### src/rtl/opx_pkg.sv
package opx_pkg;
   localparam int INSTR_W = 12;

   // bit positions inside the instruction word (vector indices)
   localparam int OP_HI    = 11;
   localparam int OP_LO    = 9;
   localparam int GRP_BIT  = 8;
   localparam int CLRA_BIT = 7;
   localparam int CLRL_BIT = 6;
   localparam int CMPA_BIT = 5;
   localparam int CMPL_BIT = 4;
   localparam int INCA_BIT = 0;
   localparam int SKC2_BIT = 6;
   localparam int SKC1_BIT = 5;
   localparam int SKC0_BIT = 3;

   localparam logic [OP_HI-OP_LO:0] OPR_OPCODE = '1;

   typedef enum logic [2:0] {
      SK_NEVER = 3'd0,
      SK_ALWAYS = 3'd1,
      SK_ZERO = 3'd2,
      SK_NONZERO = 3'd3,
      SK_NEG = 3'd4,
      SK_POS = 3'd5,
      SK_NONPOS = 3'd6,
      SK_NONNEG = 3'd7
   } skip_code_t;

   typedef struct packed {
      logic       is_opr;
      logic       grp2;
      logic       clr_ac;
      logic       clr_lk;
      logic       cmp_ac;
      logic       cmp_lk;
      logic       inc_ac;
      skip_code_t code;
   } opx_ctl_t;
endpackage

### src/rtl/opx_decode.sv
module opx_decode
   import opx_pkg::*;
(
   input  logic [INSTR_W-1:0] instr,
   output opx_ctl_t           ctl
);
   always_comb begin
      ctl.is_opr = (instr[OP_HI:OP_LO] == OPR_OPCODE);
      ctl.grp2   = instr[GRP_BIT];
      ctl.clr_ac = instr[CLRA_BIT];
      ctl.clr_lk = instr[CLRL_BIT];
      ctl.cmp_ac = instr[CMPA_BIT];
      ctl.cmp_lk = instr[CMPL_BIT];
      ctl.inc_ac = instr[INCA_BIT];
      ctl.code   = skip_code_t'({instr[SKC2_BIT], instr[SKC1_BIT], instr[SKC0_BIT]});
   end
endmodule

### src/rtl/opx_group1.sv
module opx_group1 #(
   parameter int DATA_W = 12
) (
   input  logic              clr_ac,
   input  logic              clr_lk,
   input  logic              cmp_ac,
   input  logic              cmp_lk,
   input  logic              inc_ac,
   input  logic [DATA_W-1:0] ac_i,
   input  logic              lk_i,
   output logic [DATA_W-1:0] ac_o,
   output logic              lk_o
);
   localparam int SUM_W = DATA_W + 1;

   logic [DATA_W-1:0] ac_clr, ac_cmp;
   logic              lk_clr, lk_cmp;
   logic [SUM_W-1:0]  sum;

   // stage 1: clears
   assign ac_clr = clr_ac ? '0 : ac_i;
   assign lk_clr = clr_lk ? 1'b0 : lk_i;
   // stage 2: complements
   assign ac_cmp = cmp_ac ? ~ac_clr : ac_clr;
   assign lk_cmp = cmp_lk ? ~lk_clr : lk_clr;
   // stage 3: increment, carry flips the link
   assign sum  = {1'b0, ac_cmp} + SUM_W'(inc_ac);
   assign ac_o = sum[DATA_W-1:0];
   assign lk_o = lk_cmp ^ sum[DATA_W];
endmodule

### src/rtl/opx_skip.sv
module opx_skip
   import opx_pkg::*;
#(
   parameter int DATA_W = 12,
   parameter int STYLE  = 0
) (
   input  skip_code_t        code,
   input  logic [DATA_W-1:0] ac,
   output logic              take
);
   logic neg, zero;
   assign neg  = ac[DATA_W-1];
   assign zero = (ac == '0);

   generate
      if (STYLE == 0) begin : g_case
         always_comb begin
            unique case (code)
               SK_NEVER:   take = 1'b0;
               SK_ALWAYS:  take = 1'b1;
               SK_ZERO:    take = zero;
               SK_NONZERO: take = ~zero;
               SK_NEG:     take = neg;
               SK_POS:     take = ~neg & ~zero;
               SK_NONPOS:  take = neg | zero;
               SK_NONNEG:  take = ~neg;
               default:    take = 1'b0;
            endcase
         end
      end else begin : g_vector
         logic [7:0] cond_vec;
         assign cond_vec = {~neg, neg | zero, ~neg & ~zero, neg,
                            ~zero, zero, 1'b1, 1'b0};
         assign take = cond_vec[code];
      end
   endgenerate
endmodule

### src/rtl/opx_exec.sv
module opx_exec
   import opx_pkg::*;
#(
   parameter int DATA_W     = 12,
   parameter int ADDR_W     = 12,
   parameter int SKIP_STYLE = 0
) (
   input  logic               clk,
   input  logic               rst_n,
   input  logic               exec_en,
   input  logic [INSTR_W-1:0] instr,
   input  logic [DATA_W-1:0]  ac_in,
   input  logic               link_in,
   input  logic [ADDR_W-1:0]  pc_in,
   output logic [DATA_W-1:0]  ac_out,
   output logic               link_out,
   output logic               skip_out,
   output logic [ADDR_W-1:0]  pc_out,
   output logic               res_valid
);
   localparam logic [ADDR_W-1:0] PC_ONE = ADDR_W'(1);
   localparam logic [ADDR_W-1:0] PC_TWO = ADDR_W'(2);

   generate
      if (DATA_W < 2) begin : g_bad_data
         $error("opx_exec: DATA_W must be at least 2");
      end
      if (ADDR_W < 2) begin : g_bad_addr
         $error("opx_exec: ADDR_W must be at least 2");
      end
      if (SKIP_STYLE != 0 && SKIP_STYLE != 1) begin : g_bad_style
         $error("opx_exec: SKIP_STYLE must be 0 or 1");
      end
   endgenerate

   opx_ctl_t          ctl;
   logic [DATA_W-1:0] g1_ac, nxt_ac;
   logic              g1_lk, nxt_lk, cond_take, nxt_skip;
   logic [ADDR_W-1:0] nxt_pc;

   opx_decode u_dec (.instr(instr), .ctl(ctl));

   opx_group1 #(.DATA_W(DATA_W)) u_g1 (
      .clr_ac(ctl.clr_ac), .clr_lk(ctl.clr_lk),
      .cmp_ac(ctl.cmp_ac), .cmp_lk(ctl.cmp_lk),
      .inc_ac(ctl.inc_ac),
      .ac_i(ac_in), .lk_i(link_in),
      .ac_o(g1_ac), .lk_o(g1_lk)
   );

   opx_skip #(.DATA_W(DATA_W), .STYLE(SKIP_STYLE)) u_sk (
      .code(ctl.code), .ac(ac_in), .take(cond_take)
   );

   always_comb begin
      nxt_ac   = ac_in;
      nxt_lk   = link_in;
      nxt_skip = 1'b0;
      if (ctl.is_opr) begin
         if (ctl.grp2) begin
            nxt_skip = cond_take;
         end else begin
            nxt_ac = g1_ac;
            nxt_lk = g1_lk;
         end
      end
      nxt_pc = pc_in + (nxt_skip ? PC_TWO : PC_ONE);
   end

   always_ff @(posedge clk) begin
      if (!rst_n) begin
         ac_out    <= '0;
         link_out  <= 1'b0;
         skip_out  <= 1'b0;
         pc_out    <= '0;
         res_valid <= 1'b0;
      end else begin
         res_valid <= exec_en;
         if (exec_en) begin
            ac_out   <= nxt_ac;
            link_out <= nxt_lk;
            skip_out <= nxt_skip;
            pc_out   <= nxt_pc;
         end
      end
   end

   // checks beside the state they guard
   assert_valid_follows_R2: assert property (@(posedge clk) disable iff (!rst_n)
      exec_en |=> res_valid);
   assert_idle_hold_R2: assert property (@(posedge clk) disable iff (!rst_n)
      !exec_en |=> (!res_valid && $stable(ac_out) && $stable(link_out)
                    && $stable(pc_out) && $stable(skip_out)));
   assert_pc_step_R11: assert property (@(posedge clk) disable iff (!rst_n)
      exec_en |=> ((pc_out - $past(pc_in)) == (skip_out ? PC_TWO : PC_ONE)));
   assert_nonopr_pass_R3: assert property (@(posedge clk) disable iff (!rst_n)
      (exec_en && instr[OP_HI:OP_LO] != OPR_OPCODE) |=>
         (!skip_out && ac_out == $past(ac_in) && link_out == $past(link_in)));
   assert_g1_noskip_R7: assert property (@(posedge clk) disable iff (!rst_n)
      (exec_en && instr[OP_HI:OP_LO] == OPR_OPCODE && !instr[GRP_BIT]) |=> !skip_out);
   assert_g2_keep_R8: assert property (@(posedge clk) disable iff (!rst_n)
      (exec_en && instr[OP_HI:OP_LO] == OPR_OPCODE && instr[GRP_BIT]) |=>
         (ac_out == $past(ac_in) && link_out == $past(link_in)));
   assert_never_always_R9: assert property (@(posedge clk) disable iff (!rst_n)
      (exec_en && instr[OP_HI:OP_LO] == OPR_OPCODE && instr[GRP_BIT]
       && instr[SKC1_BIT] == 1'b0 && instr[SKC2_BIT] == 1'b0) |=>
         (skip_out == $past(instr[SKC0_BIT])));
endmodule

### config.mk
export PLATFORM = sky130hd
export DESIGN_NAME = opx_exec
export DESIGN_NICKNAME = d
export VERILOG_FILES = /design/src/rtl/opx_pkg.sv /design/src/rtl/opx_decode.sv /design/src/rtl/opx_group1.sv /design/src/rtl/opx_skip.sv /design/src/rtl/opx_exec.sv
export SDC_FILE = /design/constraint.sdc
export NUM_CORES = 1
export LEC_CHECK = 0
export BUFFER_PORTS_ARGS = -buffer_cell sky130_fd_sc_hd__buf_2
export CAP_MARGIN = 20
export CORE_MARGIN = 4
export CORE_UTILIZATION = 40
export CTS_BUF_LIST = sky130_fd_sc_hd__clkbuf_16
export CTS_CLUSTER_DIAMETER = 60
export CTS_CLUSTER_SIZE = 8
export DETAILED_ROUTE_END_ITERATION = 16
export GPL_ROUTABILITY_DRIVEN = 0
export GPL_TIMING_DRIVEN = 0
export HOLD_SLACK_MARGIN = 0.06
export PLACE_DENSITY = 0.75
export RECOVER_POWER = 50
export SLEW_MARGIN = 20
export SYNTH_ARGS = -nofsm -noshare
export SYNTH_HDL_FRONTEND = slang
export SYNTH_SLANG_ARGS = --single-unit
export TNS_END_PERCENT = 50
### constraint.sdc
create_clock -name clk -period 5.1 [get_ports clk]
set_input_delay 0.255 -clock clk [delete_from_list [all_inputs] [get_ports clk]]
set_output_delay 0.255 -clock clk [all_outputs]
set_load 0.1 [all_outputs]
==> results.toml <==
[setup_path]
critPathCaptureType = "flip-flop"
rrSetupSlack_ns = 4.00
crit_type = "primary input to flip-flop"
critical_path.startpoint_type = "primary input"
reg2reg_depth = 3
slowest_stage = "buf_1"
cp.arrival_ns = 4.32
critical_path.max_fanout = 10
path_cells = "buf_2 -> buf_1 -> clkbuf_1 -> buf_1 -> nor2b_1 -> xnor2_1 -> ha_1 -> ha_1 -> clkbuf_1 -> nor2b_1 -> mux2i_1 -> or3_1 -> a21oi_1 -> mux2_2 -> a32o_1"
required_ns = 5.27
reg2reg_from = "ac_out[9]"
r2r-end = "ac_out[9]"
cp.depth = 15
cpLargestDelayFamily = "buffers and inverters"
critical_path.startpoint = "instr[7]"
endpoint = "ac_out[8]"
cpPeakStageDelay_ns = 0.47
worst-path-buf-inv = 5

[finish]
nets = 383
antenna_cells = 0
drive_gt1_share_pct = 15.4
fin_util_pct = 49.8
syn2layout_area_growth_pct = 20.9
num-fill-cells = 549
final_area_um2 = 2530

[global_route]
grt_pass1_wl_mm = 10.2
antenna_found_initial = 0
globalRouteTotalUtil_pct = 19.7
grt_max_degree = 17
overflow = 0
grt_pass1_vias = 2210

[floorplanning]
core_um2 = 5070
chipWidth_um = 80.3
start_util_pct = 41.2
io_pins = 67
die_area_um2 = 6450
die_y_um = 80.3
rows = 26

[sta]
setup-tns-final_ns = 0
rsz0062_at_grt = "false"
fin_ws_ns = 0.953
relSlewSlack_pct = 20.5
setup_viol = 0
min_period_ns = 4.15
period_share_pct = 81.3
max_slew.worst_pin.slew_ns = 1.20
hold_viol = 0
skew_ns = 0
slew_viol_final = 0
max_freq_mhz = 241

[job]
cap_violations = 0

[clocking]
cts_tree = "yes"
cts.sinks = 27
post_cts_buffers = 0
htreeDepth = 1
ctsHoldBuffers = 0
clkLatencyLatePin_ns = 0.27
root_buffer = "clkbuf_16"
cts_resized = 0
path_clk_slew_ns = 0.08
cts_buffers = 3
clockBufferDepth = 2

[pwr]
peakVddDrop_mv = 0.166
sw_frac_of_total_pct = 41.8
pwr-share-comb_pct = 36.6
powerDensity_nw_per_um2 = 266
clkPwrFrac_pct = 28.8
p_leak_nw = 0.963
p_switching_w = 0.000280
intPower_w = 0.000391
power_frac_seq_pct = 34.7

[synth]
synth_cell_type_count = 59
synth_flop_cell = "dfxtp_1"
synth_top_cells_by_area = "dfxtp_1, nor2_1, a211oi_1"
synth_cells = 273
ys_ff_latch = 27
seq_area_frac_synth_pct = 25.9
synth_top_area_share_pct = 25.9
synth_enable_flop_cells = 0
async_flop_share_pct = 0
yosysWarningCount = 0
synthesis.nets = 318
syn_area_per_cell_um2 = 7.66
synth_top_area_cell = "dfxtp_1"
netlist_area_um2 = 2090

[placement]
placement.io_buffers = 60
dp_slack_ns = 0.807
postPlaceCellArea_um2 = 2480
hpwl_mm = 4.68

[route]
vias = 2333
viasPerCell = 5.73
drt_iter0_markers = 224
routed_wirelength_mm = 6.30
drc = 0
first_pass_iters = 4
drt-wirelength-per-cell_um = 15.5
ant_nets = 0

[hold_path]
hold_path_class = "primary input to flip-flop"

[status]
status = "complete, no violations"
==> routing by layer <==
metal  part of all wire, %  up-vias  routed length (um)  track usage (%)
li1                      -     1117                   -                -
met1                    43     1094                2710             25.4
met2                    45      111                2870             32.3
met3                   9.9       11                 624             4.93
met4                   1.6        0                  99             5.91
met5                     0        -                   0                0
==> stage by stage <==
stage	hold WS, ns	cells	power (W)
floorplan	0.381	273	0.000427
global placement	0.433	403	0.000481
detailed placement	0.445	403	0.000484
CTS	0.288	407	0.000672
global route	0.303	407	0.000696
finish	0.284	407	0.000671
==> layout by cell type (no fill, tap or decap), types with 3 or more instances in the layout <==
master	instances
a211oi_1	14
a21oi_1	14
a311oi_1	4
and2_1	4
and3_1	5
buf_1	4
buf_2	35
clkbuf_1	40
clkbuf_16	3
dfxtp_1	27
ha_1	4
inv_1	9
mux2i_1	7
nand2_1	20
nand2b_1	7
nand3_1	9
nand4_1	5
nor2_1	29
nor2b_1	10
nor3_1	5
o211ai_1	3
o21ai_0	14
xnor2_1	9
xor2_1	7
==> logic make-up after synthesis <==
group | after synthesis | share of synthesized area (%)
simple gates | 106 | 26.3
compound gates | 79 | 27.2
buf+inv | 31 | 6.16
flops | 27 | 25.9
xor+xnor | 16 | 6.70
mux | 9 | 4.43
fa+ha+maj | 5 | 3.35
==> sequential cells by signal (all words and copies together) (netlist names) <==
| signal | count |
|---|---|
| ac_out | 12 |
| skip_out | 1 |
| res_valid | 1 |
| pc_out | 12 |
| link_out | 1 |
==> cells in the mapped netlist (9+ instances only) <==
master and count:
nand2_1 20, a21oi_1 14, inv_1 9, clkbuf_1 13, dfxtp_1 27, o21ai_0 14
nor2b_1 10, a211oi_1 14, xnor2_1 9, nand3_1 9, nor2_1 29
==> tightest hold or removal path: stages <==
cell     delay, ns
buf_2         0.10
or3_1         0.10
a21oi_1       0.05
==> power by group through the flow <==
| stage | logic (W) | clock network (W) | registers, W |
|---|---|---|---|
| after CTS | 0.000249 | 0.000191 | 0.000232 |
| after global placement | 0.000244 | 0 | 0.000237 |
| after floorplan | 0.0000851 | 0 | 0.000342 |
| final | 0.000246 | 0.000193 | 0.000233 |
| after global routing | 0.000261 | 0.000200 | 0.000234 |
| after detailed placement | 0.000247 | 0 | 0.000237 |
==> final cells by class <==
type                       instances  area [um^2]  area share, %
timing repair buffer              60          267           10.5
clock inverter                     1         7.51          0.297
multi-input combinational        215         1420           56.2
inverter                           9         33.8           1.34
buffer                            22         95.1           3.76
clock buffer                       3         75.1           2.97
sequential                        27          541           21.4
tap                               70         87.6           3.47
==> how the worst min path moves through the flow <==
| stage | start | end | slack, ns | cells after the start |
|---|---|---|---|---|
| 3_3_place_gp | ac_out[7] | ac_out[7] | 0.43 | 2 |
| 3_5_place_dp | ac_out[7] | ac_out[7] | 0.44 | 2 |
| 5_1_grt | ac_in[0] | ac_out[0] | 0.30 | 3 |
| 4_1_cts | link_in | link_out | 0.29 | 3 |
| 6_report | link_in | link_out | 0.28 | 3 |
| 2_1_floorplan | rst_n | skip_out | 0.38 | 1 |
(Power assumes the default switching activity.)
